$ cat config.mk
export PLATFORM = sky130hd
export DESIGN_NAME = backoff_ctrl
export DESIGN_NICKNAME = d
export VERILOG_FILES = /design/src/rtl/backoff_pkg.sv /design/src/rtl/bo_lfsr.sv /design/src/rtl/bo_start_check.sv /design/src/rtl/bo_slot_timer.sv /design/src/rtl/backoff_ctrl.sv
export SDC_FILE = /design/constraint.sdc
export NUM_CORES = 1
export LEC_CHECK = 0
export ABC_CLOCK_PERIOD_IN_PS = 3000
export CAP_MARGIN = 20
export CORE_UTILIZATION = 45
export CTS_BUF_LIST = sky130_fd_sc_hd__clkbuf_8
export CTS_CLUSTER_DIAMETER = 40
export DETAILED_ROUTE_END_ITERATION = 10
export REMOVE_ABC_BUFFERS = 1
export SETUP_SLACK_MARGIN = 0.05
export SYNTH_ARGS = -nofsm -noshare
export SYNTH_HDL_FRONTEND = slang
export SYNTH_HIERARCHICAL = 1
export SYNTH_SLANG_ARGS = --single-unit
$ cat constraint.sdc
create_clock -name clk -period 3 [get_ports clk]
set_input_delay 0.9 -clock clk [delete_from_list [all_inputs] [get_ports clk]]
set_output_delay 0.9 -clock clk [all_outputs]
set_load 0.01 [all_outputs]
$ cat src/rtl/backoff_pkg.sv
// Shared types for the collision backoff controller.
// Assumes: included first in compile order.
package backoff_pkg;

    // Controller phases: idle, attempt in progress, backoff wait, abandoned
    typedef enum logic [1:0] {
        ST_IDLE   = 2'd0,
        ST_ACTIVE = 2'd1,
        ST_WAIT   = 2'd2,
        ST_GIVEUP = 2'd3
    } bo_state_e;

endpackage

$ cat src/rtl/bo_lfsr.sv
// Free-running Galois shift register used as the backoff random source.
// Assumes: SEED is nonzero and TAPS gives a maximal-length sequence for W.
module bo_lfsr #(
    parameter int          W    = 16,
    parameter logic [W-1:0] TAPS = 16'hB400,
    parameter logic [W-1:0] SEED = 16'hACE1
) (
    input  logic         clk,
    input  logic         rst_n,
    output logic [W-1:0] value
);

    logic [W-1:0] state_q;

    // Advance the register one step every clock
    always_ff @(posedge clk) begin
        if (!rst_n) begin
            state_q <= SEED;
        end else if (state_q[0]) begin
            state_q <= (state_q >> 1) ^ TAPS;
        end else begin
            state_q <= state_q >> 1;
        end
    end

    assign value = state_q;

    AST_LFSR_LIVE: assert property (@(posedge clk) disable iff (!rst_n)
        state_q != '0);

endmodule

$ cat src/rtl/bo_start_check.sv
// Compares the master's own start edge against the data line and merges
// the result with the external collision report.
// Assumes: bus_sda is already synchronised to clk; armed is high only
// while an attempt is in progress.
module bo_start_check (
    input  logic clk,
    input  logic rst_n,
    input  logic armed,
    input  logic own_fall,
    input  logic bus_sda,
    input  logic ext_coll,
    output logic hit
);

    logic bus_q;
    logic bus_fell;
    logic mismatch;

    // Remember last line level; idle bus rests high
    always_ff @(posedge clk) begin
        if (!rst_n) begin
            bus_q <= 1'b1;
        end else begin
            bus_q <= bus_sda;
        end
    end

    // Foreign fall, or own fall onto a line already low
    always_comb begin
        bus_fell = bus_q & ~bus_sda;
        mismatch = (bus_fell & ~own_fall) | (own_fall & ~bus_q);
        hit      = armed & (mismatch | ext_coll);
    end

    AST_HIT_ONLY_ARMED: assert property (@(posedge clk) disable iff (!rst_n)
        !armed |-> !hit);

endmodule

$ cat src/rtl/bo_slot_timer.sv
// Counts a loaded number of base slots, each SLOT_CYC cycles long, and
// pulses done one cycle after the count is exhausted.
// Assumes: load is never issued while a count is running.
module bo_slot_timer #(
    parameter int SLOT_CYC = 250000,
    parameter int SLOT_W   = 10
) (
    input  logic              clk,
    input  logic              rst_n,
    input  logic              load,
    input  logic [SLOT_W-1:0] load_slots,
    output logic              done
);

    localparam int CYC_W = (SLOT_CYC > 1) ? $clog2(SLOT_CYC) : 1;
    localparam logic [CYC_W-1:0] CYC_LAST = CYC_W'(SLOT_CYC - 1);

    logic              run_q;
    logic [SLOT_W-1:0] slots_q;
    logic [CYC_W-1:0]  cyc_q;
    logic              done_q;

    // Slot and cycle countdown with a registered completion pulse
    always_ff @(posedge clk) begin
        if (!rst_n) begin
            run_q   <= 1'b0;
            slots_q <= '0;
            cyc_q   <= '0;
            done_q  <= 1'b0;
        end else begin
            done_q <= 1'b0;
            if (load) begin
                run_q   <= 1'b1;
                slots_q <= load_slots;
                cyc_q   <= '0;
            end else if (run_q) begin
                if (slots_q == '0) begin
                    run_q  <= 1'b0;
                    done_q <= 1'b1;
                end else if (cyc_q == CYC_LAST) begin
                    cyc_q   <= '0;
                    slots_q <= slots_q - 1'b1;
                end else begin
                    cyc_q <= cyc_q + 1'b1;
                end
            end
        end
    end

    assign done = done_q;

    AST_NO_LOAD_WHILE_RUN: assert property (@(posedge clk) disable iff (!rst_n)
        load |-> !run_q);
    AST_DONE_ENDS_RUN: assert property (@(posedge clk) disable iff (!rst_n)
        done |-> !run_q);

endmodule

$ cat src/rtl/backoff_ctrl.sv
// Collision backoff controller for a serial-bus master. Detects a
// collision during an attempt, aborts, draws r in [0, 2^K-1] with
// K = min(count, K_MAX), waits r base slots and pulses retry. Gives up
// after GIVEUP_LIM consecutive collisions.
// Assumes: inputs are synchronous to clk; LFSR_W >= K_MAX.
module backoff_ctrl
    import backoff_pkg::*;
#(
    parameter int SLOT_CYC   = 250000,
    parameter int K_MAX      = 10,
    parameter int GIVEUP_LIM = 16,
    parameter int LFSR_W     = 16
) (
    input  logic       clk,
    input  logic       rst_n,
    input  logic       attempt_start,
    input  logic       own_fall,
    input  logic       bus_sda,
    input  logic       coll_in,
    input  logic       tx_ok,
    output logic       tx_abort,
    output logic       retry,
    output logic       give_up,
    output logic [4:0] coll_cnt
);

    localparam int CNT_W = $clog2(GIVEUP_LIM + 1);
    localparam logic [CNT_W-1:0] LIMIT = CNT_W'(GIVEUP_LIM);
    localparam logic [CNT_W-1:0] KCAP  = CNT_W'(K_MAX);

    bo_state_e         state_q, state_d;
    logic [CNT_W-1:0]  cnt_q, cnt_next;
    logic              abort_q;
    logic              hit;
    logic              timer_load;
    logic              timer_done;
    logic [LFSR_W-1:0] rnd;
    logic [K_MAX-1:0]  draw_mask;
    logic [K_MAX-1:0]  draw;
    logic [CNT_W-1:0]  k_eff;

    bo_lfsr #(.W(LFSR_W)) u_lfsr (
        .clk   (clk),
        .rst_n (rst_n),
        .value (rnd)
    );

    bo_start_check u_check (
        .clk      (clk),
        .rst_n    (rst_n),
        .armed    (state_q == ST_ACTIVE),
        .own_fall (own_fall),
        .bus_sda  (bus_sda),
        .ext_coll (coll_in),
        .hit      (hit)
    );

    bo_slot_timer #(.SLOT_CYC(SLOT_CYC), .SLOT_W(K_MAX)) u_timer (
        .clk        (clk),
        .rst_n      (rst_n),
        .load       (timer_load),
        .load_slots (draw),
        .done       (timer_done)
    );

    // Exponent from the post-increment count, capped, and masked draw
    always_comb begin
        cnt_next  = cnt_q + 1'b1;
        k_eff     = (cnt_next > KCAP) ? KCAP : cnt_next;
        draw_mask = {K_MAX{1'b1}} >> (K_MAX - int'(k_eff));
        draw      = rnd[K_MAX-1:0] & draw_mask;
    end

    // Next phase and timer load decision
    always_comb begin
        state_d    = state_q;
        timer_load = 1'b0;
        case (state_q)
            ST_IDLE: begin
                if (attempt_start) state_d = ST_ACTIVE;
            end
            ST_ACTIVE: begin
                if (tx_ok) begin
                    state_d = ST_IDLE;
                end else if (hit) begin
                    if (cnt_next >= LIMIT) begin
                        state_d = ST_GIVEUP;
                    end else begin
                        state_d    = ST_WAIT;
                        timer_load = 1'b1;
                    end
                end
            end
            ST_WAIT: begin
                if (timer_done) state_d = ST_IDLE;
            end
            ST_GIVEUP: begin
                if (attempt_start) state_d = ST_ACTIVE;
            end
            default: state_d = ST_IDLE;
        endcase
    end

    // Phase, collision count and abort pulse registers
    always_ff @(posedge clk) begin
        if (!rst_n) begin
            state_q <= ST_IDLE;
            cnt_q   <= '0;
            abort_q <= 1'b0;
        end else begin
            state_q <= state_d;
            abort_q <= (state_q == ST_ACTIVE) & hit & ~tx_ok;
            if (tx_ok) begin
                cnt_q <= '0;
            end else if (state_q == ST_GIVEUP && attempt_start) begin
                cnt_q <= '0;
            end else if (state_q == ST_ACTIVE && hit) begin
                cnt_q <= cnt_next;
            end
        end
    end

    assign tx_abort = abort_q;
    assign retry    = timer_done;
    assign give_up  = (state_q == ST_GIVEUP);
    assign coll_cnt = 5'(cnt_q);

    AST_ABORT_PULSE: assert property (@(posedge clk) disable iff (!rst_n)
        tx_abort |=> !tx_abort);
    AST_RETRY_PULSE: assert property (@(posedge clk) disable iff (!rst_n)
        retry |=> !retry);
    AST_ABORT_STEP: assert property (@(posedge clk) disable iff (!rst_n)
        tx_abort |-> coll_cnt == $past(coll_cnt) + 5'd1);
    AST_COUNT_CLEAR: assert property (@(posedge clk) disable iff (!rst_n)
        tx_ok |=> (coll_cnt == 5'd0) && !tx_abort);
    AST_GIVEUP_AT_LIMIT: assert property (@(posedge clk) disable iff (!rst_n)
        $rose(give_up) |-> coll_cnt == 5'(GIVEUP_LIM));
    AST_NO_RETRY_GIVEUP: assert property (@(posedge clk) disable iff (!rst_n)
        give_up |-> !retry);

endmodule

== Word level (Yosys, flattened, before mapping) ==
Cells that the tools add are included.
Storage, ports and cells
  register bits: 55
  input bits: 7
  output and inout bits: 8
  logic and storage cells: 75
Cells by class
  add/sub/neg operators: 4
  magnitude comparators: 2
  equal/unequal tests: 8
  shift operators: 1
  multiplexer cells: 21
  bitwise operators: 17
  reductions and logical operators: 13
Operator list (number)
  2-to-1 mux 10 bit: 4
  right shift 10 x 32 -> 10 bit (first input constant): 1
  adder 18 x 1 -> 18 bit (second input constant): 1
  equality test 18 bit (second input constant): 1
  2-to-1 mux 18 bit: 1
  2-to-1 mux 16 bit: 1
  bitwise AND 10 bit: 1
  zero test 10 bit: 1
  subtractor 10 x 1 -> 10 bit (second input constant): 1
  2-to-1 mux 1 bit: 9
  2-to-1 mux 2 bit: 4
  NOT 1 bit: 7
  bitwise AND 1 bit: 6
  case mux 2 bit (3 select lines): 1
  AND reduction 3 bit: 2
  OR reduction 3 bit: 2
  subtractor 4 x 5 -> 6 bit (first input constant): 1
  adder 5 x 1 -> 5 bit (second input constant): 1
  greater-or-equal comparator 5 bit (second input constant): 1
  > comparator 5 x 4 -> 1 bit (second input constant): 1
  2-to-1 mux 5 bit: 1
  equality test 2 bit (second input constant): 2
  != test 2 x 1 -> 1 bit (second input constant): 2
  NOT 3 -> 4 bit: 1
  9 further kinds: 13

== Depth between registers and ports, before layout ==
Gate-level depths: netlist of run 1.
  depth after elaboration: 11
  gate-level depth with buffers: 14
  mapped depth without buffers: 13

== Modules after synthesis ==
The synthesis of run 1 kept the hierarchy.
Modules (own cells, without submodules)
  bo_slot_timer: instances 1, cells an instance 193, area an instance 1597.8 sq um
  backoff_ctrl: instances 1, cells an instance 98, area an instance 903.4 sq um
  bo_lfsr: instances 1, cells an instance 36, area an instance 452.9 sq um
  bo_start_check: instances 1, cells an instance 5, area an instance 48.8 sq um

== Worst setup path before layout of run 1 ==
OpenSTA, ideal clock, no wires.
  path kind: register to register
  start: register cnt_q[1], in the netlist coll_cnt[1]
  end: register u_timer.slots_q[9]
  setup time: 127 ps
  arrival time: 2746 ps
  setup slack: 127 ps
  cell stages (with the launch flop): 14
  path buffers: 1
  period minus slack after synthesis: 2873 ps
  cell sequence: dfxtp_1 > inv_1 > ha_1 > buf_12 > nor2_1 > o32a_4 > a21oi_2 > ha_1 > inv_1 > o2bb2ai_2 > and3b_1 > nand3_1 > o21ai_0 > or3_1
Between the ends
  elaborated cells on any way between the ends: 16
RTL lines
  start: declaration: line backoff_ctrl.sv:32  | logic [CNT_W-1:0] cnt_q, cnt_next;
  start signal: assignment: line backoff_ctrl.sv:118  | cnt_q <= cnt_next;
  adder 5 x 1 -> 5 bit *: line backoff_ctrl.sv:68  | cnt_next = cnt_q + 1'b1;
  > comparator 5 x 4 -> 1 bit: line backoff_ctrl.sv:69  | k_eff = (cnt_next > KCAP) ? KCAP : cnt_next;
  2-to-1 mux 5 bit *: line backoff_ctrl.sv:69
  subtractor 4 x 5 -> 6 bit *: line backoff_ctrl.sv:70  | draw_mask = {K_MAX{1'b1}} >> (K_MAX - int'(k_eff));
  right shift 10 x 32 -> 10 bit *: line backoff_ctrl.sv:70
  bitwise AND 10 bit *: line backoff_ctrl.sv:71  | draw = rnd[K_MAX-1:0] & draw_mask;
  net draw[9]: line backoff_ctrl.sv:39  | logic [K_MAX-1:0] draw;
  2-to-1 mux 10 bit *: line bo_slot_timer.sv:32  | if (load) begin
  end signal: assignment: line bo_slot_timer.sv:34  | slots_q <= load_slots;
  end signal: assignment: line bo_slot_timer.sv:42  | slots_q <= slots_q - 1'b1;
  end: declaration: line bo_slot_timer.sv:19  | logic [SLOT_W-1:0] slots_q;
Mark *: on every way through the listed nets, which the timed path passes. The rest lies on a longest branch.
A chain may end at the register's enable or synchronous reset.

== Worst setup path in the final report of run 1 ==
Ends and elaborated chain as after synthesis.

==> results.cfg, run 1 <==
[placement]
place_ws_ns = 0.08590
placed_area_mm2 = 0.003204
dp_hpwl_um = 4399
placed_cells = 421
portBuffers = 14
gp_congestion = 0.8100

[routing]
initialDrtViolationCount = 111
wl_um = 6098
vias_per_cell = 5.555
wl_per_cell_um = 14.21
drc = 0
dr.pass1.iters = 4
via_count = 2383
ant_nets = 0

[timing]
finalWorstSetupSlack_ns = 0.2618
hold_violations = 0
rsz0062_at_grt = no
fin_crit_ns = 2.738
fin_skew_ns = 0.01199
slew_headroom_pct = 53.86
fmax_ghz = 0.3652
worstMarginPinSlew_ns = 0.6868
setup_violations = 0
maxSlewViolCount = 0
post-route-period-util_pct = 91.27

[clocking]
tritoncts = done
cts_buffer_depth = 2
cts.clk_slew.worst_paths_ns = 0.11
htree_levels = 2
cts_sinks = 55
cts_buffers = 5
cts-root-buf = clkbuf_8
clock_latency_ns = 0.31
holdBufCountCts = 0

[run]
timing.max_cap.violations = 0

[global_route]
antenna_found_initial = 0
grtUsageTotal_pct = 18.59
overflow = 0
grt_pass1_wl_um = 10670
grt_max_degree = 27
grt_pass1_vias = 2232

[cells_and_area]
final_cells = 429
finalInstanceArea_mm2 = 0.003323
n_antenna_cell = 0
fin_nets = 367
drive_gt1_share_pct = 10.23
synthToLayoutAreaGrowth_pct = 10.67

[synth]
synth.top_cell.area_share_pct = 36.67
ys_ff_latch = 55
yosysSeqAreaShare_pct = 36.67
synth.cell_area_mm2 = 0.003003
synth_ff_type = dfxtp_1
yosys.area.top_type = dfxtp_1
syn_area_per_cell_um2 = 9.045
synth_edf_count = 0
synth_cell_types = 65
syn_inst = 332
ys_async_sr_fraction_pct = 0
synth.top_cells.by_area = dfxtp_1 (37%), xnor2_1 (3.8%), ha_1 (3.8%)
yosys_warnings = 6

[floorplanning]
initial_core_util_pct = 47.02
io_pins = 15
rows = 29
die_w_um = 83.69
die_h_um = 83.69
coreArea_mm2 = 0.006386
die_area_mm2 = 0.007004

[power_and_ir_drop]
leakage_nw = 1.186
peakVddDrop_mv = 0.2709
powerDensity_mw_per_mm2 = 476.2

[critical_path]
crit_slowest_cell = dfxtp_1
critPathArrivalTime_ns = 2.94
crit_fanout = 6
required_ns = 3.20
reg2regPathDepth = 13
path_class = reg -> reg
critPathMaxStageDelay_ns = 0.43
cp-end-kind = flip-flop
worstSetupStartpointType = flip-flop
crit_path_cell_trace = inv_1 > ha_1 > nor2_1 > o32a_4 > nand2_1 > nand2_1 > ha_1 > a31oi_1 > o2bb2ai_2 > and3b_1 > nand3_1 > o21ai_0 > or3_1

[hold_path]
hp-class = reg -> reg
whs_path_depth = 1

[outcome]
run_status = finished, final reports clean
[logic make-up (layout without fill, tap and decap cells)]
group | after synthesis | count (layout) | synth area share (%)
and+or+nand+nor | 150 | 150 | 28.50
AOI/OAI and AO/OA | 66 | 66 | 17.50
DFF | 55 | 55 | 36.67
buffers and inverters | 26 | 46 | 5.666
xor gates and xnor gates | 24 | 24 | 7.250
adders and majority gates | 9 | 9 | 3.750
muxes | 2 | 2 | 0.6667
[metrics by stage]
stage	hold slack, ns	util (%)	TNS, ns	total power [mW]
after detailed placement	0.4053	50.18	0	1.086
after floorplan	0.3863	-	-0.08031	1.000
after global placement	0.3944	50.18	0	1.083
final	0.4251	52.04	0	1.582
after global routing	0.4698	52.04	0	1.664
after CTS	0.4307	52.00	0	1.593
[routing by layer]
metal | track usage, % | wire length [um] | vias up
met5 | 0 | 0 | -
met4 | 4.622 | 48 | 0
met3 | 3.264 | 226 | 4
met2 | 27.72 | 2564 | 45
met1 | 27.66 | 3258 | 1102
li1 | - | - | 1232
[timing repair]
item                       4_1_cts  5_1_grt
setup endpoints to repair        0        1
resized for setup                0        1
setup buffers                    0        0
[worst max-delay path: cells and delay by family (launching register included)]
kind	cells	cell delay [ns]
AO/OA/AOI/OAI	4	0.78
adder cells (fa/ha/maj)	2	0.55
buffers and inverters	1	0.06
flip-flops	1	0.43
AND/OR/NAND/NOR	6	0.79
[Yosys cell counts (all sizes together), types with 2 or more instances]
library cell  count
or2               2
and3b             2
o21ai            16
clkbuf            3
buf              11
nand4             8
o31ai             5
nor2b             7
inv              12
or4               6
ha                9
nand2b            8
and3              6
nor3             12
nand2            23
a21oi            16
dfxtp            55
or3               7
a31oi             6
a211oi            3
nor2             26
a311oi            2
xnor2            14
nand4b            2
nor4              7
o2bb2ai           2
xor2             10
o211a             3
and2             11
nand3            14
and4              2
mux2i             2
nor3b             3
[state kept, by name (all words and copies together) (netlist names)]
register         count
u_timer/cyc_q       18
u_lfsr/value        16
u_timer/slots_q     10
coll_cnt             5
state_q              2
tx_abort             1
u_check/bus_q        1
u_timer/done         1
u_timer/run_q        1
[placed cells by master (no fill, tap or decap), drive strengths merged, types with 6 or more instances in the layout]
cell type | synthesis | layout
a21oi | 16 | 16
a31oi | 6 | 6
and2 | 11 | 11
and3 | 6 | 6
buf | 11 | 12
clkdlybuf4s50 | 0 | 14
dfxtp | 55 | 55
ha | 9 | 9
inv | 12 | 13
nand2 | 23 | 23
nand2b | 8 | 8
nand3 | 14 | 14
nand4 | 8 | 8
nor2 | 26 | 26
nor2b | 7 | 7
nor3 | 12 | 12
nor4 | 7 | 7
o21ai | 16 | 16
or3 | 7 | 7
or4 | 6 | 6
xnor2 | 14 | 14
xor2 | 10 | 10
[path summary, 6_finish.rpt]
| kind | start | end | slack [ns] |
|---|---|---|---|
| hold reg to reg | u_lfsr/value[12] | u_lfsr/value[11] | 0.43 |
| setup / recovery | coll_cnt[1] | u_timer/slots_q[9] | 0.26 |
| setup reg to reg | coll_cnt[1] | u_timer/slots_q[9] | 0.26 |
| hold / removal | u_lfsr/value[12] | u_lfsr/value[11] | 0.43 |
[layout make-up]
class,count,area (um^2)
fillers,607,3063
multi-input cells,251,1734
flip-flops and latches,55,1101
repair buffers,26,230.2
well taps,77,96.34
clock buffers,5,68.82
clock inverters,3,47.55
inverters,12,45.04
[report_power, final]
group	switching, mW	internal, mW
combinational	0.148	0.121
clock	0.260	0.254
sequential	0.0339	0.766
total	0.442	1.14
Note: power is estimated with default switching activity, not from simulation.
==> run 2, diff against run 1 <==
ABC_CLOCK_PERIOD_IN_PS = 3400   (was 3000)
CAP_MARGIN = not set   (was 20)
clock period = 3.4 ns   (was 3 ns; I/O delays follow)
==> run 2 against run 1 <==
  * Via count fell by 0.80%
  * Global-route usage fell by 0.61 points
  * Non-clock buffer count fell by 4
  * Die area did not move
  * Flip-flop and latch count did not move
  * Maximum frequency fell by 7.4%
  * Clock-buffer cell count did not move
  * Setup slack improved by 0.18 ns
  * Clock power fell by 18%
  * Register-to-register slack improved by 0.18 ns
  * Sequential power fell by 12%
  * Utilization fell by 0.67 points
  * Critical path type unchanged
  * Critical endpoint unchanged
  * Largest cell class unchanged
==> results.cfg, run 2 (same netlist as run 1, synthesis figures left out) <==
[outcome]
run_status = finished, final reports clean

[timing]
finalWorstSetupSlack_ns = 0.4415
maxSlewViolCount = 0
hold_violations = 0
fmax_ghz = 0.3380
fin_skew_ns = 0.007296
setup_violations = 0
fin_crit_ns = 2.959
slew_headroom_pct = 54.27
fin_setup_tns_ns = 0
worstMarginPinSlew_ns = 0.6807
post-route-period-util_pct = 87.02
rsz0062_at_grt = no

[clocking]
cts_sinks = 55
post_cts_buffers = 0
cts-root-buf = clkbuf_8
tritoncts = done
cts_buffers = 5
cts.clk_slew.worst_paths_ns = 0.10
cts_buffer_depth = 2
cts-resized-gates = 0
holdBufCountCts = 0
htree_levels = 2
clock_latency_ns = 0.30

[power_and_ir_drop]
p_int_uw = 995.6
power_mw = 1.363
p_sw_share_pct = 26.97
peakVddDrop_mv = 0.2473
clockPowerShare_pct = 31.0
sequentialPowerShare_pct = 51.8
powerDensity_mw_per_mm2 = 415.6
p_switching_uw = 367.7
comb_power_share_pct = 17.3
leakage_nw = 1.162

[cells_and_area]
layout_commonest_cell = dfxtp_1
n_antenna_cell = 0
finalInstanceArea_mm2 = 0.003281
synthToLayoutAreaGrowth_pct = 9.250
final_cell_mix = dfxtp_1 (55), nor2_1 (25), nand2_1 (22)
fin_nets = 363
utilization_pct = 51.37
largest_reg_flops = 18
drive_gt1_share_pct = 8.646
largest_register = u_timer/cyc_q

[floorplanning]
die_w_um = 83.69
die_area_mm2 = 0.007004
rows = 29
io_pins = 15
coreArea_mm2 = 0.006386
die_h_um = 83.69
initial_core_util_pct = 47.02

[critical_path]
path_delay_family = compound AO/OA/AOI/OAI gates
required_ns = 3.60
path_class = reg -> reg
crit_slowest_cell = dfxtp_1
critPathArrivalTime_ns = 3.15
worstSetupStartpointType = flip-flop
path_buf_inv = 2
crit_path_cell_trace = inv_1 > ha_1 > nor2_1 > o32a_4 > a21oi_2 > ha_1 > inv_1 > o2bb2ai_2 > and3b_1 > nand3_1 > o21ai_0 > or3_1
crit_fanout = 6
critPathMaxStageDelay_ns = 0.42
cp-end-kind = flip-flop

[global_route]
grt_pass1_vias = 2189
grtUsageTotal_pct = 17.98
antenna_found_initial = 0
grt_use_met3_pct = 3.165
overflow = 0
grt_pass1_wl_um = 10270
grt_max_degree = 25
use_met2_pct = 27.05
grt_use_met1_pct = 26.10
grt_busiest_layer = met2

[hold_path]
hp-class = reg -> reg

[placement]
dp_hpwl_um = 4350
gp_congestion = 0.8108
place_ws_ns = 0.3812
portBuffers = 14
placed_area_mm2 = 0.003174

[routing]
wl_um = 5932
drc = 0
ant_nets = 0
initialDrtViolationCount = 78
wl_per_cell_um = 13.99
via_count = 2364
dr.pass1.iters = 4
vias_per_cell = 5.575

[run]
timing.max_cap.violations = 0
-- run 2: cell types whose count changed in the layout (fill, tap and decap cells not counted), sizes merged --
cell | before | now
buf | 12 | 8
clkinv | 1 | 0
inv | 13 | 12
clkinvlp | 0 | 1
-- run 2: power groups by stage --
stage / sequential, mW / clock [mW] / combinational (mW)
after global placement: 0.720 / 0 / 0.231
after CTS: 0.706 / 0.439 / 0.236
final: 0.706 / 0.422 / 0.235
after global routing: 0.710 / 0.463 / 0.266
after floorplan: 0.714 / 0 / 0.168
after detailed placement: 0.720 / 0 / 0.235
-- run 2: stage by stage --
stage / instances / hold slack, ns
after CTS: 424 / 0.4334
after global routing: 424 / 0.4639
after detailed placement: 417 / 0.4144
after global placement: 417 / 0.4040
after floorplan: 318 / 0.3863
final: 424 / 0.4289
-- run 2: path summary, 6_finish.rpt --
check / endpoint / cells after the start / startpoint / slack [ns]
max: u_timer/slots_q[9] / 12 / coll_cnt[1] / 0.44
min: u_lfsr/value[5] / 1 / u_lfsr/value[6] / 0.43
min reg2reg: u_lfsr/value[5] / 1 / u_lfsr/value[6] / 0.43
max reg2reg: u_timer/slots_q[9] / 12 / coll_cnt[1] / 0.44
-- run 2: final cells by class --
cell class	count	area, um^2
clock buffers	5	68.82
clock inverters	2	37.54
fillers	598	3105
inverters	12	45.04
multi-input cells	251	1732
flip-flops and latches	55	1101
well taps	77	96.34
repair buffers	22	200.2
-- run 2: layer usage --
metal	part of all wire, %	up-vias
met5	0	-
met4	1.2	0
li1	-	1224
met1	55	1111
met2	42	22
met3	2.3	7
==> run 3, diff against run 2 <==
ABC_AREA = 1   (was not set)
ABC_CLOCK_PERIOD_IN_PS = 2400   (was 3400)
clock period = 2.4 ns   (was 3.4 ns; I/O delays follow)
==> run 3 against run 2 <==
  * Clock-buffer cell count is the same
  * Global-route usage grew 4.1 points
  * Utilization grew 6.6 points
  * Sequential power grew 41%
  * Total power grew 64%
  * Worst hold slack lost 0.015 ns
  * Synthesized cell count grew 52%
  * Wire length grew 33%
  * Critical path depth grew 4
==> results.cfg, run 3 <==
[outcome]
run_status = finished, final reports clean

[critical_path]
worstSetupStartpointType = flip-flop
reg2regPathDepth = 16
crit_fanout = 4
critPathArrivalTime_ns = 2.55
required_ns = 2.66
path_class = reg -> reg
cp-end-kind = flip-flop

[power_and_ir_drop]
peakVddDrop_mv = 0.3079
p_switching_uw = 647.2
leakage_nw = 1.831
powerDensity_mw_per_mm2 = 555.6
p_int_mw = 1.591
clockPowerShare_pct = 32.3
comb_power_share_pct = 23.3
sequentialPowerShare_pct = 44.4
p_sw_share_pct = 28.92

[timing]
fin_skew_ns = 0.01682
maxSlewViolCount = 0
hold_violations = 0
setup_violations = 0
fin_setup_tns_ns = 0
fmax_ghz = 0.4369
post-route-period-util_pct = 95.36
fin_crit_ns = 2.289
slew_headroom_pct = 71.85
finalWorstSetupSlack_ns = 0.1112
rsz0062_at_grt = yes
worstMarginPinSlew_ns = 0.4179

[floorplanning]
rows = 30
coreArea_mm2 = 0.006944
initial_core_util_pct = 47.64
io_pins = 15
die_area_mm2 = 0.007698
die_w_um = 87.74
die_h_um = 87.74

[cells_and_area]
fin_nets = 567
drive_gt1_share_pct = 19.93
largest_reg_flops = 18
synthToLayoutAreaGrowth_pct = 21.75
layout_commonest_cell = nand2_1
n_antenna_cell = 0
num-fill-cells = 691
largest_register = u_timer/cyc_q
final_cell_mix = nand2_1 (118), nor2_1 (81), inv_1 (70)

[routing]
drc = 0
ant_nets = 0
via_count = 3134
vias_per_cell = 4.836
dr.pass1.iters = 4
wl_per_cell_um = 12.16
initialDrtViolationCount = 149
wl_um = 7879

[placement]
gp_congestion = 0.9231
portBuffers = 14
place_ws_ns = -0.2585
dp_hpwl_um = 5849

[synth]
synth_cell_types = 39
yosys_warnings = 6
yosysSeqAreaShare_pct = 33.28
synth.top_cell.area_share_pct = 33.28
synth_ff_type = dfxtp_1
synth.top_cells.by_area = dfxtp_1 (33%), nand2_1 (14%), nor2_1 (9.4%)
synthTopCellsByCount = nand2_1 (121), nor2_1 (83), inv_1 (76)
synth.cell_area_mm2 = 0.003308
yosysMostFrequentCell = nand2_1
ys_ff_latch = 55
yosys.area.top_type = dfxtp_1
ys_async_sr_fraction_pct = 0
syn_inst = 503
synth_edf_count = 0
syn_area_per_cell_um2 = 6.577

[clocking]
cts_sinks = 55
tritoncts = done
holdBufCountCts = 0
clock_latency_ns = 0.32
cts.clk_slew.worst_paths_ns = 0.10
htree_levels = 2
cts_buffer_depth = 2
cts_buffers = 5
cts-root-buf = clkbuf_8

[global_route]
grt_max_degree = 26
grtUsageTotal_pct = 22.04
overflow = 0
grt_pass1_vias = 2851
grt_pass1_wl_um = 13250
antenna_found_initial = 0

[hold_path]
hp-class = reg -> reg
whs_path_depth = 2

[run]
timing.max_cap.violations = 0
[run 3: cell count changes in the layout (fill, tap and decap cells not counted), moves of 10 or more]
cell,change
and2_1,-10
buf_4,+24
inv_1,+58
inv_2,+13
nand2_1,+96
nand2_2,+10
nand3_1,+22
nor2_1,+56
[run 3: path summary, 6_finish.rpt]
path,to,slack [ns],from
setup / recovery,u_timer/slots_q[8],0.11,coll_cnt[1]
hold / removal,u_lfsr/value[11],0.41,u_lfsr/value[12]
setup reg to reg,u_timer/slots_q[8],0.11,coll_cnt[1]
hold reg to reg,u_lfsr/value[11],0.41,u_lfsr/value[12]
[run 3: kinds of logic after synthesis]
group / count (synthesis) / share of synthesized area, %
simple gates: 293 / 40.89
buf+inv: 90 / 11.46
flops: 55 / 33.28
compound gates: 48 / 8.851
fa+ha+maj: 9 / 3.404
xor+xnor: 8 / 2.118
[run 3: repair_timing]
item,CTS,global route
setup buffers,1,7
setup endpoints to repair,7,25
gates resized for setup,4,35
pin swaps,1,19
[run 3: cell type report]
cell class / count / area, um^2 / area share [%]
Inverter: 83 / 314.1 / 7.797
Clock buffer: 5 / 68.82 / 1.709
Clock inverter: 3 / 63.81 / 1.584
Tap cell: 96 / 120.1 / 2.982
Multi-Input combinational cell: 358 / 1947 / 48.34
Sequential cell: 55 / 1109 / 27.52
Timing Repair Buffer: 48 / 405.4 / 10.07
[run 3: power by group through the flow]
stage,clock network (mW),registers [mW],logic [mW]
floorplan,0,1.01,0.317
global placement,0,1.01,0.459
detailed placement,0,1.02,0.464
CTS,0.740,0.994,0.472
global route,0.772,1.00,0.587
finish,0.722,0.993,0.522
[run 3: critical path, stage by stage (launching register included)]
cell	delay (ns)
dfxtp_4	0.39
inv_4	0.04
ha_4	0.25
inv_2	0.04
nand2_2	0.08
nand3_4	0.08
a21oi_4	0.21
nand2_2	0.09
ha_4	0.18
buf_4	0.13
nand2_2	0.10
nand4_1	0.16
nor2_4	0.13
nor2_1	0.06
nor2_1	0.11
nand2_1	0.09
a21oi_2	0.11
[run 3: metal layers]
layer | GRT usage [%] | up-vias | wire length (um)
li1 | - | 1668 | -
met1 | 30.03 | 1419 | 3963
met2 | 35.45 | 36 | 3573
met3 | 4.336 | 11 | 219
met4 | 6.110 | 0 | 123
met5 | 0 | - | 0
[run 3: stage by stage]
| step | area [um^2] | util, % | hold WS [ns] | cells | total power, mW |
|---|---|---|---|---|---|
| 2_1_floorplan | 3241 | - | 0.3795 | 496 | 1.325 |
| 3_3_place_gp | 3696 | 53.23 | 0.3882 | 632 | 1.472 |
| 3_5_place_dp | 3696 | 53.23 | 0.3921 | 632 | 1.479 |
| 4_1_cts | 3846 | 55.39 | 0.4158 | 641 | 2.205 |
| 5_1_grt | 4028 | 58.00 | 0.4349 | 648 | 2.361 |
| 6_report | 4028 | 58.00 | 0.4135 | 648 | 2.238 |
